===== src/rtl/gseq_pkg.sv =====
package gseq_pkg;

  typedef enum logic [2:0] {
    ST_IDLE        = 3'd0,
    ST_WAIT_LS_OFF = 3'd1,
    ST_HS_ON       = 3'd2,
    ST_WAIT_HS_OFF = 3'd3,
    ST_LS_ON       = 3'd4,
    ST_FORCED_LS   = 3'd5
  } gseq_state_e;

endpackage


===== src/rtl/gseq_sync.sv =====
module gseq_sync #(
  parameter int WIDTH  = 2,
  parameter int STAGES = 2
) (
  input  logic             clk,
  input  logic             rst_n,
  input  logic [WIDTH-1:0] async_in,
  output logic [WIDTH-1:0] sync_out
);

  for (genvar b = 0; b < WIDTH; b++) begin : g_bit
    logic [STAGES-1:0] chain_q;

    always_ff @(posedge clk or negedge rst_n) begin
      if (!rst_n) begin
        chain_q <= '0;
      end else begin
        chain_q <= {chain_q[STAGES-2:0], async_in[b]};
      end
    end

    assign sync_out[b] = chain_q[STAGES-1];
  end

endmodule


===== src/rtl/gseq_timer.sv =====
module gseq_timer #(
  parameter int TMO_W = 8
) (
  input  logic             clk,
  input  logic             rst_n,
  input  logic             run,
  input  logic             clear,
  input  logic [TMO_W-1:0] limit,
  output logic             expired
);

  localparam logic [TMO_W-1:0] CNT_MAX = {TMO_W{1'b1}};

  logic [TMO_W-1:0] cnt_q;
  logic [TMO_W-1:0] cnt_d;
  logic             cnt_en;

  assign cnt_en = !run || clear || (cnt_q != CNT_MAX);

  always_comb begin
    if (!run || clear) begin
      cnt_d = '0;
    end else begin
      cnt_d = cnt_q + 1'b1;
    end
  end

  always_ff @(posedge clk or negedge rst_n) begin
    if (!rst_n) begin
      cnt_q <= '0;
    end else if (cnt_en) begin
      cnt_q <= cnt_d;
    end
  end

  assign expired = run && (cnt_q >= limit);

endmodule


===== src/rtl/gseq_fsm.sv =====
module gseq_fsm
  import gseq_pkg::*;
(
  input  logic clk,
  input  logic rst_n,
  input  logic pwm_cmd,
  input  logic skip_req,
  input  logic fault_all,
  input  logic ovp_fault,
  input  logic ovp_release,
  input  logic hs_off_s,
  input  logic ls_off_s,
  input  logic expired,
  output logic in_wait,
  output logic state_chg,
  output logic hs_drive,
  output logic ls_drive,
  output logic tmo_flag
);

  gseq_state_e state_q, state_d;
  logic        pend_q, pend_d;
  logic        tmo_q, tmo_d;
  logic        ovp_req;
  logic        hs_req;

  assign ovp_req = ovp_fault || pend_q;
  assign hs_req  = pwm_cmd && !skip_req && !ovp_req;

  always_comb begin
    state_d = state_q;
    tmo_d   = tmo_q;
    if (fault_all || tmo_q) begin
      state_d = ST_IDLE;
    end else begin
      case (state_q)
        ST_IDLE: begin
          if (hs_req) state_d = ST_WAIT_LS_OFF;
          else        state_d = ST_WAIT_HS_OFF;
        end
        ST_WAIT_LS_OFF: begin
          if (!hs_req) begin
            state_d = ST_WAIT_HS_OFF;
          end else if (ls_off_s) begin
            state_d = ST_HS_ON;
          end else if (expired) begin
            state_d = ST_IDLE;
            tmo_d   = 1'b1;
          end
        end
        ST_HS_ON: begin
          if (!hs_req) state_d = ST_WAIT_HS_OFF;
        end
        ST_WAIT_HS_OFF: begin
          if (hs_req) begin
            state_d = ST_WAIT_LS_OFF;
          end else if (hs_off_s) begin
            state_d = ovp_req ? ST_FORCED_LS : ST_LS_ON;
          end else if (expired) begin
            state_d = ST_IDLE;
            tmo_d   = 1'b1;
          end
        end
        ST_LS_ON: begin
          if (ovp_req)     state_d = ST_FORCED_LS;
          else if (hs_req) state_d = ST_WAIT_LS_OFF;
        end
        ST_FORCED_LS: begin
          if (ovp_release && !ovp_fault) state_d = ST_IDLE;
        end
        default: state_d = ST_IDLE;
      endcase
    end
  end

  assign pend_d = (pend_q || ovp_fault) && (state_d != ST_FORCED_LS);

  always_ff @(posedge clk or negedge rst_n) begin
    if (!rst_n) begin
      state_q <= ST_IDLE;
      pend_q  <= 1'b0;
      tmo_q   <= 1'b0;
    end else begin
      state_q <= state_d;
      pend_q  <= pend_d;
      tmo_q   <= tmo_d;
    end
  end

  assign in_wait   = (state_q == ST_WAIT_LS_OFF) || (state_q == ST_WAIT_HS_OFF);
  assign state_chg = (state_d != state_q);
  assign hs_drive  = (state_q == ST_HS_ON);
  assign ls_drive  = (state_q == ST_LS_ON) || (state_q == ST_FORCED_LS);
  assign tmo_flag  = tmo_q;

endmodule


===== src/rtl/gate_deadtime_seq.sv =====
module gate_deadtime_seq #(
  parameter int TMO_W = 8
) (
  input  logic             clk,
  input  logic             rst_n,
  input  logic             pwm_cmd,
  input  logic             skip_req,
  input  logic             fault_all,
  input  logic             ovp_fault,
  input  logic             ovp_release,
  input  logic             hs_gate_low,
  input  logic             ls_gate_low,
  input  logic [TMO_W-1:0] tmo_limit,
  output logic             hs_drive,
  output logic             ls_drive,
  output logic             tmo_flag
);

  localparam int N_CMP = 2;

  logic [N_CMP-1:0] cmp_sync;
  logic             hs_off_s;
  logic             ls_off_s;
  logic             in_wait;
  logic             state_chg;
  logic             expired;

  gseq_sync #(.WIDTH(N_CMP), .STAGES(2)) u_sync (
    .clk      (clk),
    .rst_n    (rst_n),
    .async_in ({ls_gate_low, hs_gate_low}),
    .sync_out (cmp_sync)
  );

  assign hs_off_s = cmp_sync[0];
  assign ls_off_s = cmp_sync[1];

  gseq_timer #(.TMO_W(TMO_W)) u_timer (
    .clk     (clk),
    .rst_n   (rst_n),
    .run     (in_wait),
    .clear   (state_chg),
    .limit   (tmo_limit),
    .expired (expired)
  );

  gseq_fsm u_fsm (
    .clk         (clk),
    .rst_n       (rst_n),
    .pwm_cmd     (pwm_cmd),
    .skip_req    (skip_req),
    .fault_all   (fault_all),
    .ovp_fault   (ovp_fault),
    .ovp_release (ovp_release),
    .hs_off_s    (hs_off_s),
    .ls_off_s    (ls_off_s),
    .expired     (expired),
    .in_wait     (in_wait),
    .state_chg   (state_chg),
    .hs_drive    (hs_drive),
    .ls_drive    (ls_drive),
    .tmo_flag    (tmo_flag)
  );

endmodule


===== config.mk =====
export PLATFORM = sky130hd
export DESIGN_NAME = gate_deadtime_seq
export DESIGN_NICKNAME = d
export VERILOG_FILES = /design/src/rtl/gseq_pkg.sv /design/src/rtl/gseq_sync.sv /design/src/rtl/gseq_timer.sv /design/src/rtl/gseq_fsm.sv /design/src/rtl/gate_deadtime_seq.sv
export SDC_FILE = /design/constraint.sdc
export NUM_CORES = 1
export LEC_CHECK = 0
export BUFFER_PORTS_ARGS = -buffer_cell sky130_fd_sc_hd__buf_2
export CORE_AREA = 2 2 52 74
export CTS_CLUSTER_SIZE = 30
export DETAILED_ROUTE_END_ITERATION = 10
export DIE_AREA = 0 0 54 76
export GPL_TIMING_DRIVEN = 0
export REMOVE_ABC_BUFFERS = 1
export SETUP_SLACK_MARGIN = 0.05
export SLEW_MARGIN = 20
export SYNTH_ARGS = -nofsm -noshare
export SYNTH_HDL_FRONTEND = slang
export SYNTH_SLANG_ARGS = --single-unit

===== constraint.sdc =====
create_clock -name clk -period 6.6 [get_ports clk]
set_clock_uncertainty 0.15 [all_clocks]
set_input_delay 1.32 -clock clk [delete_from_list [all_inputs] [get_ports clk]]
set_output_delay 1.32 -clock clk [all_outputs]
set_load 0.02 [all_outputs]

==> flow_metrics.py <==
metrics = {
    "critical_path": {
        "worst_setup_path_end_kind": "register",
        "path_class": "in2reg",
        "arrival_ns": 3.06,
        "crit_fanout": 8,
        "crit_chain": "buf_2 > inv_1 > ha_1 > o21a_1 > a21oi_1 > o311ai_2 > o21ai_1 > mux2i_2 > nor2_1",
        "slowest_delay_ns": 0.48,
        "required_ns": 6.58,
        "r2r_cells": 7,
        "crit_slowest_cell": "o311ai_2",
        "startpoint_type": "input port",
    },
    "timing": {
        "slew_viol_final": 0,
        "tns_ns": 0,
        "fin_crit_ns": 3.07,
        "finalCritPeriodShare_pct": 46.6,
        "fmax_mhz": 325,
        "setup_viol": 0,
        "rsz0062_at_grt": "no",
        "max-slew-margin-rel_pct": 60.5,
        "worstMarginPinSlew_ns": 0.589,
        "hold_viol_final": 0,
    },
    "logic_synthesis": {
        "synthXorXnorAreaFrac_pct": 1.51,
        "synth_mux_area_share_pct": 3.99,
        "synth_top_cells_by_area": "dfrtp_1 (37%), ha_1 (9.7%), nor2_1 (6.5%)",
        "synthAdderAreaFrac_pct": 9.71,
        "synth_top_family_by_area": "simple AND/OR/NAND/NOR gates",
        "syn_avg_cell_area_um2": 8.79,
        "post-synth-top-area-cell": "dfrtp_1",
        "async_flop_share_pct": 100,
        "synth_compound_area_share_pct": 15.1,
        "synthSimpleGateAreaFrac_pct": 27.9,
        "post-synth-top-count-cell": "nor2_1",
        "netlist_area_um2": 1160,
        "synth_cell_types": 37,
        "synth_cells": 132,
        "synth-edff-count": 0,
        "yosys_warnings": 0,
        "synth-main-ff-cell": "dfrtp_1",
        "synth_top_area_share_pct": 36.7,
        "yosys_register_bits": 17,
        "yosys-top-cells-count": "nor2_1 (20), dfrtp_1 (17), a21oi_1 (13)",
        "seq_area_frac_synth_pct": 36.7,
    },
    "pwr": {
        "leakage_nw": 0.644,
        "p_sw_share_pct": 32.2,
        "peakVddDrop_uv": 101,
        "switchingPower_mw": 0.0829,
        "power_density_nw_per_um2": 192,
        "pwr-share-seq_pct": 46.0,
        "clkPwrFrac_pct": 31.9,
        "p_comb_share_pct": 22.0,
        "internal_power_mw": 0.175,
    },
    "clocking": {
        "ctsHoldBuffers": 0,
        "numCtsBuffers": 3,
        "worstSkewPairLatency_ns": 0.26,
        "clkTransAtPathRegs_ns": 0.07,
        "cts.repair.resized": 0,
        "cts-root-buf": "clkbuf_8",
        "cts_sinks": 17,
        "cts_htree_levels": 1,
        "postCtsSetupBuffers": 0,
        "cts_max_path_buffers": 2,
        "cts_tree": "built",
    },
    "place": {
        "dp_hpwl_um": 1900,
        "gp_congestion": 0.856,
        "dp_cells": 190,
        "port-buffer-count": 19,
    },
    "final_layout": {
        "n_antenna_cell": 0,
        "fill_cells": 365,
        "final_cells": 194,
        "drive_above_1_share_pct": 21.7,
        "seqCellArea_um2": 425,
        "nNetsFinal": 179,
        "fin_util_pct": 38.1,
        "syn2layout_area_growth_pct": 15.5,
        "multi_input_area_um2": 676,
    },
    "job": {
        "cap_violations": 0,
    },
    "drt": {
        "post_drt_via_cell_ratio": 5.19,
        "firstDrtPassIters": 4,
        "wl_per_cell_um": 12.5,
        "wirelength_um": 2420,
        "vias": 1006,
        "drtAntennaViolNets": 0,
        "drc": 0,
        "drt_iter0_drc": 22,
    },
    "global_routing": {
        "grt_pass1_vias": 1043,
        "overflow": 0,
        "grt_use_total_pct": 13.7,
        "antenna_found_initial": 0,
        "grt_max_degree": 18,
        "grt_pass1_wl_um": 4240,
    },
    "floorplanning": {
        "num_rows": 26,
        "die_y_um": 76,
        "core_area_um2": 3510,
        "die_w_um": 54,
        "fp.dieArea_um2": 4100,
        "pin_count": 20,
        "start_util_pct": 33.0,
    },
    "outcome": {
        "status": "completed",
    },
    "worst_hold_path": {
        "worstHoldPathType": "reg2reg",
        "holdPathStages": 0,
    },
}
## cells by family after synthesis
logic type      Yosys count
buf+inv                  15
simple gates             60
mux                       4
flops                    17
xor+xnor                  2
compound gates           25
fa+ha+maj                 9
## through the flow
step	total power, mW	hold WS [ns]	area (µm²)	worst slack [ns]
floorplan	0.159	0.181	1150	3.55
global placement	0.177	0.183	1290	3.28
detailed placement	0.178	0.189	1290	3.26
CTS	0.260	0.205	1340	3.52
global route	0.272	0.217	1340	3.39
finish	0.258	0.202	1340	3.53
## power by group through the flow
stage	registers, mW	logic (mW)	clock network [mW]
final	0.119	0.0568	0.0823
after CTS	0.119	0.0575	0.0838
after global placement	0.120	0.0564	0
after global routing	0.120	0.0643	0.0879
after detailed placement	0.121	0.0574	0
after floorplan	0.119	0.0404	0
## layout make-up
| class | instances | share of cell area (%) |
|---|---|---|
| Sequential cell | 17 | 31.7 |
| Multi-Input combinational cell | 100 | 50.4 |
| Timing Repair Buffer | 19 | 7.10 |
| Clock inverter | 1 | 0.373 |
| Clock buffer | 3 | 3.08 |
| Inverter | 12 | 3.36 |
| Tap cell | 42 | 3.92 |
## flip-flops by register name, summed over array words and instances (netlist names)
| register | flops |
|---|---|
| u_timer.cnt_q | 8 |
| u_sync.g_bit.chain_q | 4 |
| u_fsm.state_q | 3 |
| u_fsm.pend_q | 1 |
| u_fsm.tmo_flag | 1 |
## worst paths after layout
path                                                        end  slack, ns                                  from
setup / recovery                   u_timer.cnt_q[7]$_DFFE_PN0P_       3.53                          tmo_limit[3]
min in group asynchronous          u_timer.cnt_q[5]$_DFFE_PN0P_       0.82                                 rst_n
max in group asynchronous  u_sync.g_bit[1].chain_q[1]$_DFF_PN0_       5.21                                 rst_n
hold reg to reg            u_sync.g_bit[0].chain_q[1]$_DFF_PN0_       0.20  u_sync.g_bit[0].chain_q[0]$_DFF_PN0_
hold / removal             u_sync.g_bit[0].chain_q[1]$_DFF_PN0_       0.20  u_sync.g_bit[0].chain_q[0]$_DFF_PN0_
setup reg to reg                   u_timer.cnt_q[7]$_DFFE_PN0P_       4.22          u_timer.cnt_q[3]$_DFFE_PN0P_
## critical path: cells and delay by family
family          cells  cell delay [ns]
mux                 1             0.40
compound gates      4             0.85
fa+ha+maj           1             0.27
simple gates        1             0.11
buf+inv             2             0.10
## routing by layer
layer / part of all wire (%) / track usage, % / routed length, µm / vias to the layer above
met3: 2.4 / 2.35 / 58 / 5
met5: 0 / 0 / 0 / -
met4: 2.0 / 6.75 / 48 / 0
met1: 43 / 15.4 / 1040 / 479
met2: 53 / 23.5 / 1280 / 12
li1: - / - / - / 510
## placed cells by master, fill, tap and decap left out, drive strengths merged, types with 2 or more instances in the layout
| master | instances |
|---|---|
| o21ai | 3 |
| mux2i | 2 |
| dfrtp | 17 |
| inv | 12 |
| clkbuf | 3 |
| a21oi | 14 |
| nor2 | 20 |
| ha | 9 |
| nand2b | 3 |
| nand3 | 4 |
| nand4 | 8 |
| mux2 | 2 |
| nand2 | 8 |
| xnor2 | 2 |
| nor2b | 2 |
| buf | 19 |
| a21o | 2 |
| nor3 | 6 |
Power figures use the tool's default switching activity.
